File: src/rtl/txd_pkg.sv
package txd_pkg;
  localparam int DW         = 32;
  localparam int LEN_W      = 16;
  localparam int DESC_BYTES = 8;
  localparam int NLANE      = DW / 8;
  localparam int LANE_W     = $clog2(NLANE);

  localparam int F_READY = 31;
  localparam int F_WRAP  = 29;
  localparam int F_LAST  = 27;
  localparam int F_CKSUM = 26;
  localparam int F_BADCK = 25;

  typedef enum logic [2:0] {
    S_IDLE, S_DESC0, S_DESC1, S_LOAD, S_SEND, S_WBACK
  } txd_state_e;

  typedef enum logic [1:0] {
    CK_NONE = 2'd0,
    CK_GOOD = 2'd1,
    CK_INV  = 2'd2
  } ck_mode_e;

  function automatic ck_mode_e pick_ck(input logic good, input logic bad);
    if (bad)       return CK_INV;
    else if (good) return CK_GOOD;
    else           return CK_NONE;
  endfunction
endpackage

File: src/rtl/txd_byte_sel.sv
module txd_byte_sel #(
  parameter int WW = 32,
  localparam int NB = WW / 8,
  localparam int LW = $clog2(NB)
) (
  input  logic [WW-1:0] word,
  input  logic [LW-1:0] lane,
  output logic [7:0]    lane_byte
);
  logic [7:0] lanes [NB];

  // big-endian: lane 0 is the most significant byte
  for (genvar g = 0; g < NB; g++) begin : g_lane
    assign lanes[g] = word[WW-1-8*g -: 8];
  end

  assign lane_byte = lanes[lane];
endmodule

File: src/rtl/txd_ring_ptr.sv
module txd_ring_ptr #(
  parameter int AW     = 32,
  parameter int STRIDE = 8
) (
  input  logic          clk,
  input  logic          rst,
  input  logic [AW-1:0] ring_base,
  input  logic          start,
  input  logic          advance,
  input  logic          wrap,
  output logic [AW-1:0] cur_addr
);
  logic have_ptr;

  always_ff @(posedge clk) begin
    if (rst) begin
      cur_addr <= '0;
      have_ptr <= 1'b0;
    end else if (start && !have_ptr) begin
      cur_addr <= ring_base;
      have_ptr <= 1'b1;
    end else if (advance) begin
      cur_addr <= wrap ? ring_base : cur_addr + AW'(STRIDE);
    end
  end
endmodule

File: src/rtl/txd_ring_dma.sv
module txd_ring_dma
  import txd_pkg::*;
#(
  parameter int AW = 32
) (
  input  logic          clk,
  input  logic          rst,
  input  logic [AW-1:0] ring_base,
  input  logic          kick,
  output logic          mem_req,
  output logic          mem_we,
  output logic [AW-1:0] mem_addr,
  output logic [31:0]   mem_wdata,
  input  logic          mem_ack,
  input  logic          mem_err,
  input  logic [31:0]   mem_rdata,
  output logic          tx_valid,
  input  logic          tx_ready,
  output logic [7:0]    tx_data,
  output logic          tx_eof,
  output logic [1:0]    tx_crc,
  output logic          irq_frame,
  output logic          irq_err
);
  txd_state_e        state;
  logic [DW-1:0]     w0;
  logic [AW-1:0]     ptr;
  logic [LEN_W-1:0]  remain;
  logic [DW-1:0]     dword;
  logic              abort;
  logic [AW-1:0]     cur_addr;
  logic              wb_done;
  logic              is_end;

  assign wb_done = (state == S_WBACK) && mem_ack;
  assign is_end  = (remain == LEN_W'(1));

  txd_ring_ptr #(.AW(AW), .STRIDE(DESC_BYTES)) u_ptr (
    .clk       (clk),
    .rst       (rst),
    .ring_base (ring_base),
    .start     ((state == S_IDLE) && kick),
    .advance   (wb_done),
    .wrap      (w0[F_WRAP]),
    .cur_addr  (cur_addr)
  );

  txd_byte_sel #(.WW(DW)) u_sel (
    .word      (dword),
    .lane      (ptr[LANE_W-1:0]),
    .lane_byte (tx_data)
  );

  always_ff @(posedge clk) begin
    if (rst) begin
      state     <= S_IDLE;
      w0        <= '0;
      ptr       <= '0;
      remain    <= '0;
      dword     <= '0;
      abort     <= 1'b0;
      irq_frame <= 1'b0;
      irq_err   <= 1'b0;
    end else begin
      irq_frame <= 1'b0;
      irq_err   <= 1'b0;
      unique case (state)
        S_IDLE: if (kick) state <= S_DESC0;
        S_DESC0: if (mem_ack) begin
          if (mem_err) begin
            irq_err <= 1'b1;
            state   <= S_IDLE;
          end else if (!mem_rdata[F_READY]) begin
            state <= S_IDLE;
          end else begin
            w0    <= mem_rdata;
            state <= S_DESC1;
          end
        end
        S_DESC1: if (mem_ack) begin
          if (mem_err) begin
            irq_err <= 1'b1;
            state   <= S_IDLE;
          end else begin
            ptr    <= mem_rdata[AW-1:0];
            remain <= w0[LEN_W-1:0];
            if (w0[LEN_W-1:0] == '0) begin
              abort <= 1'b1;
              state <= S_WBACK;
            end else begin
              abort <= 1'b0;
              state <= S_LOAD;
            end
          end
        end
        S_LOAD: if (mem_ack) begin
          if (mem_err) begin
            abort <= 1'b1;
            state <= S_WBACK;
          end else begin
            dword <= mem_rdata;
            state <= S_SEND;
          end
        end
        S_SEND: if (tx_ready) begin
          ptr    <= ptr + AW'(1);
          remain <= remain - LEN_W'(1);
          if (is_end)
            state <= S_WBACK;
          else if (&ptr[LANE_W-1:0])
            state <= S_LOAD;
        end
        S_WBACK: if (mem_ack) begin
          if (abort)
            irq_err <= 1'b1;
          else if (w0[F_LAST])
            irq_frame <= 1'b1;
          state <= S_DESC0;
        end
        default: state <= S_IDLE;
      endcase
    end
  end

  always_comb begin
    mem_req  = 1'b0;
    mem_we   = 1'b0;
    mem_addr = cur_addr;
    unique case (state)
      S_DESC0: mem_req = 1'b1;
      S_DESC1: begin
        mem_req  = 1'b1;
        mem_addr = cur_addr + AW'(4);
      end
      S_LOAD: begin
        mem_req  = 1'b1;
        mem_addr = {ptr[AW-1:LANE_W], {LANE_W{1'b0}}};
      end
      S_WBACK: begin
        mem_req = 1'b1;
        mem_we  = 1'b1;
      end
      default: ;
    endcase
  end

  always_comb begin
    mem_wdata          = w0;
    mem_wdata[F_READY] = 1'b0;
  end

  assign tx_valid = (state == S_SEND);
  assign tx_eof   = tx_valid && is_end && w0[F_LAST];
  assign tx_crc   = tx_eof ? pick_ck(w0[F_CKSUM], w0[F_BADCK]) : CK_NONE;
endmodule

File: config.mk
export PLATFORM = sky130hd
export DESIGN_NAME = txd_ring_dma
export DESIGN_NICKNAME = d
export VERILOG_FILES = /design/src/rtl/txd_pkg.sv /design/src/rtl/txd_byte_sel.sv /design/src/rtl/txd_ring_ptr.sv /design/src/rtl/txd_ring_dma.sv
export SDC_FILE = /design/constraint.sdc
export NUM_CORES = 1
export LEC_CHECK = 0
export CORE_MARGIN = 3
export CORE_UTILIZATION = 49
export CTS_CLUSTER_SIZE = 10
export DETAILED_ROUTE_END_ITERATION = 6
export PLACE_DENSITY_LB_ADDON = 0.12
export SETUP_SLACK_MARGIN = 0.1
export SLEW_MARGIN = 25
export SYNTH_ARGS = -nofsm -noshare
export SYNTH_HDL_FRONTEND = slang
export SYNTH_SLANG_ARGS = --single-unit
File: constraint.sdc
create_clock -name clk -period 2.49 [get_ports clk]
set_input_delay 0.498 -clock clk [delete_from_list [all_inputs] [get_ports clk]]
set_output_delay 0.498 -clock clk [all_outputs]
set_load 0.03 [all_outputs]
# Yosys cells after proc, flatten, opt, wreduce, memory -nomap -nowiden
# Index checks and enable logic that the tools add are counted.
dict set report classes {
  addsub 4
  magnitude_cmp 1
  n_eq_ne 15
  muxes 46
  bitwise 4
  reduce_logical 20
}
# op n
set op_table {}
lappend op_table {{32-bit two-way mux} 6}
lappend op_table {{32-bit case mux with 2 select lines} 2}
lappend op_table {{16-bit two-way mux} 3}
lappend op_table {{32-bit by 1-bit adder with 32-bit output (second input constant)} 1}
lappend op_table {{32-bit by 3-bit adder with 32-bit output (second input constant)} 1}
lappend op_table {{32-bit by 4-bit adder with 32-bit output (second input constant)} 1}
lappend op_table {{16-bit case mux with 2 select lines} 1}
lappend op_table {{3-bit two-way mux} 10}
lappend op_table {{3-bit case mux with 6 select lines} 1}
lappend op_table {{8-bit binary-select mux with 2-bit select} 1}
lappend op_table {{16-bit by 1-bit equality test with 1-bit output (second input constant)} 1}
lappend op_table {{16-bit logical NOT} 1}
lappend op_table {{8-bit two-way mux} 2}
lappend op_table {{16-bit by 1-bit subtractor with 16-bit output (second input constant)} 1}
lappend op_table {{1-bit two-way mux} 14}
lappend op_table {{2-bit != test (second input constant)} 7}
lappend op_table {{2-bit two-way mux} 4}
lappend op_table {{4-bit AND reduction} 2}
lappend op_table {{4-bit OR reduction} 2}
lappend op_table {{7-bit AND reduction} 1}
lappend op_table {{3-bit by 2-bit equality test with 1-bit output (second input constant)} 2}
lappend op_table {{3-bit equality test (second input constant)} 2}
lappend op_table {{2-bit nonzero test} 3}
lappend op_table {{1-bit logical AND} 5}
lappend op_table {{13 further kinds} 16}
dict set report totals {
  regBits 150
  in_bits 70
  word_cells 100
}

# Longest topological paths before layout
dict set report logic_depth {
  depth_word 5
  ltp_mapped 9
}

# Modules after synthesis
# From an unflattened synthesis, not the netlist that was laid out.
dict set report unflattened {
  hier_cells 1221
  area_unflattened_um2 9038.7
}
# mod n_inst cells_each area_per_inst_um2 seq_area_each_um2
set modules_own_cells {}
lappend modules_own_cells {txd_ring_dma 1 969 6862.8 2342.2}
lappend modules_own_cells {txd_ring_ptr 1 242 1979.4 660.6}
lappend modules_own_cells {txd_byte_sel 1 10 196.4 0.0}

# Worst setup path before layout
# No wires, ideal clock.
dict set report synth_timing {
  path_type {register -> output}
  start {register u_ptr.cur_addr[4]}
  end {output port mem_addr[25]}
  t_arrival_ps 2347
  setup_slack_ps -355
  stages_incl_launch_ff 8
  n_path_buf 1
  path_cell_list {dfxtp_1 > ha_1 > nand3_4 > nor4_4 > clkbuf_1 > nand4_1 > a21oi_1 > a2bb2oi_1}
}
dict set report synth_via {
  elab_chain_cells 2
}
# element line_no
set synth_rtl {}
lappend synth_rtl {{start, declared} txd_ring_ptr.sv:11} ;# output logic [AW-1:0] cur_addr
lappend synth_rtl {{start signal, assigned} txd_ring_ptr.sv:20} ;# cur_addr <= ring_base;
lappend synth_rtl {{start signal, assigned} txd_ring_ptr.sv:23} ;# cur_addr <= wrap ? ring_base : cur_addr + AW'(STRIDE);
lappend synth_rtl {{32-bit by 3-bit adder with 32-bit output} txd_ring_dma.sv:133} ;# mem_addr = cur_addr + AW'(4);
lappend synth_rtl {{32-bit case mux with 2 select lines} txd_ring_dma.sv:129} ;# unique case (state)
lappend synth_rtl {{end, declared} txd_ring_dma.sv:12} ;# output logic [AW-1:0] mem_addr,
# Every way passes these cells.

# Worst setup path after layout
dict set report layout_timing {
  start {register u_ptr.cur_addr[3]}
  end {output port mem_addr[28]}
}
# Same word-level chain as after synthesis.

==> impl_metrics.env <==
export IMPL_final_cell_area_um2=13300
export IMPL_port_buffer_count=148
export IMPL_ir_drop_mv=0.496
export IMPL_grt_pass1_vias=10400
export IMPL_synth_area_um2=9130
export IMPL_period_needed_ps=2800
export IMPL_cts_max_path_buffers=2
export IMPL_vias=11100
export IMPL_track_usage_pct=33.6
export IMPL_ys_flop_type="dfxtp_1"
export IMPL_drv_slew=0
export IMPL_gp_congestion=0.967
export IMPL_grt_antenna_before_repair=0
export IMPL_area_growth_pct=46.0
export IMPL_pin_count=150
export IMPL_arrival_ps=2300
export IMPL_clock_latency_ps=430
export IMPL_syn_avg_cell_area_um2=7.21
export IMPL_final_common_cell="nand2_1"
export IMPL_cts_root_buf="clkbuf_16"
export IMPL_synth_edf_count=0
export IMPL_start_util_pct=50.3
export IMPL_synthCells=1265
export IMPL_hpwl_um=23800
export IMPL_cts_hold_buffers=0
export IMPL_placed_cell_area_um2=11600
export IMPL_hold_slack_ps=431
export IMPL_drcViolationCount=1
export IMPL_drt_iter0_drc=1280
export IMPL_row_count=49
export IMPL_layout_nets=1556
export IMPL_core_area_um2=18100
export IMPL_die_h_um=142
export IMPL_place_worst_setup_slack_ps=-105
export IMPL_maxCapViolations=0
export IMPL_timing_final_ws_setup_ps=-311
export IMPL_firstDrtPassIters=7
export IMPL_finalCritPeriodShare_pct=113
export IMPL_worst_pin_slew_ps=788
export IMPL_p_leak_uw=0.00466
export IMPL_rsz0062_at_grt="true"
export IMPL_cts_tree="done"
export IMPL_grt_overflow_total=0
export IMPL_antenna_cells=0
export IMPL_crit_fanout=4
export IMPL_slew_headroom_pct=47.0
export IMPL_synthArstFlopShare_pct=0
export IMPL_cts_num_sinks=150
export IMPL_cellPowerDensity_nw_per_um2=487
export IMPL_min_path_type="in -> reg"
export IMPL_hold_viol_final=0
export IMPL_cts_htree_levels=4
export IMPL_path_clk_slew_ps=70
export IMPL_critPathRequiredTime_ps=1990
export IMPL_postRouteAntennaNets=0
export IMPL_dieArea_um2=20300
export IMPL_status="finished with violations"
export IMPL_yosysWarnings=0
export IMPL_worstSetupEndpointType="output pin"
export IMPL_max_freq_mhz=357
export IMPL_start_kind="register"
export IMPL_wirelength_um=35800
export IMPL_die_x_um=142
export IMPL_total_power_uw=6490
export IMPL_viasPerCell=6.46
export IMPL_seq_area_frac_synth_pct=32.9
export IMPL_grt_max_degree=65
export IMPL_layout_drive_gt1_share_pct=26.6
export IMPL_syn_nets=1340
export IMPL_grt_pass1_wl_um=55100
export IMPL_wl_per_cell_um=20.8
export IMPL_setup_viol=24
export IMPL_synth_cell_types=72
export IMPL_fin_worst_skew_ps=8.57
export IMPL_path_class="reg -> out"
export IMPL_ys_ff_latch=150
export IMPL_cts_made_buffers=17
export IMPL_most_common_layout_cells="nand2_1 (231), buf_4 (141), a21oi_1 (137)"
export IMPL_violations="design-rule violations, negative setup slack"
## timing repair
item / 4_1_cts / 5_1_grt
resized for setup: 155 / 74
setup endpoints to repair: 42 / 43
buffers inserted: 35 / 12
gates cloned: 3 / 0
pin swaps: 56 / 29
## worst max-delay path: stages, from the launching register on
cell and delay [ps]:
dfxtp_4 390, ha_4 140, and3_4 180, and4_4 240, nand4_1 200, or4_4 480
nand3_4 100, buf_6 130
## where the power goes
part | internal, µW | leakage (µW) | total, µW | switching [µW]
clock network | 1330 | 0.000264 | 2530 | 1200
logic | 618 | 0.00317 | 1400 | 782
registers | 2460 | 0.00122 | 2560 | 95.3
total | 4420 | 0.00466 | 6490 | 2080
## synthesized netlist by cell type, types with 9 or more instances
library cell	instances	area [µm²]
a211oi_1	16	120
a21o_1	17	128
a21oi_1	149	746
a22oi_1	20	150
a31oi_1	24	150
and2_1	15	93.8
and3_1	15	93.8
and4_1	16	140
buf_1	9	33.8
buf_2	21	105
clkbuf_1	84	315
dfxtp_1	150	3000
inv_1	15	56.3
nand2_1	235	882
nand3_1	59	295
nand4_1	21	131
nor2_1	77	289
nor3_1	27	135
nor4_1	22	138
o21ai_0	83	415
o22ai_1	11	68.8
o31ai_1	13	97.6
or3_1	10	62.6
or4_1	9	67.6
## registers in the layout (all words and copies together) (netlist names), 3 cells and up
name / count
u_ptr.cur_addr: 32
w0: 31
dword: 32
state: 3
remain: 16
ptr: 32
## final cells by class
cell class / instances / area [µm²]
Multi-Input combinational cell: 980 / 6250
Fill cell: 1402 / 4820
Timing Repair Buffer: 316 / 3110
Sequential cell: 150 / 3050
Clock buffer: 19 / 443
Tap cell: 229 / 287
Clock inverter: 13 / 113
Inverter: 16 / 62.6
## cell families (layout without fill, tap and decap cells)
kind of cell	after synthesis	after routing	share of synthesized area (%)
flops	150	150	32.9
other cells	1	1	0.0411
fa+ha+maj	5	5	0.685
xor+xnor	1	1	0.0960
simple gates	546	546	29.2
compound gates	410	410	27.9
buf+inv	135	364	6.09
mux	17	17	3.02
## through the flow
stage,setup TNS [ps],cells,util [%]
finish,-4250,1723,73.4
global route,-5610,1723,73.4
CTS,-2840,1713,71.4
detailed placement,-1720,1643,63.7
global placement,-1050,1643,63.7
floorplan,-10.4,1265,-
## metal layers
layer	routed length [µm]	GRT usage [%]	part of all wire (%)	up-vias
met5	0	0	0	-
met4	1550	13.4	4.3	0
met3	3310	6.12	9.3	125
met2	16700	52.9	47	645
met1	14300	45.7	40	5279
li1	-	-	-	5078
## worst paths after layout
check	startpoint	end	slack, ps	cells after the start
setup / recovery	u_ptr.cur_addr[3]	mem_addr[28]	-310	7
hold / removal	rst	ptr[8]	430	2
setup reg to reg	state[2]	u_ptr.cur_addr[31]	250	6
hold reg to reg	w0[20]	w0[20]	450	2
Note: power is estimated with default switching activity, not from simulation.
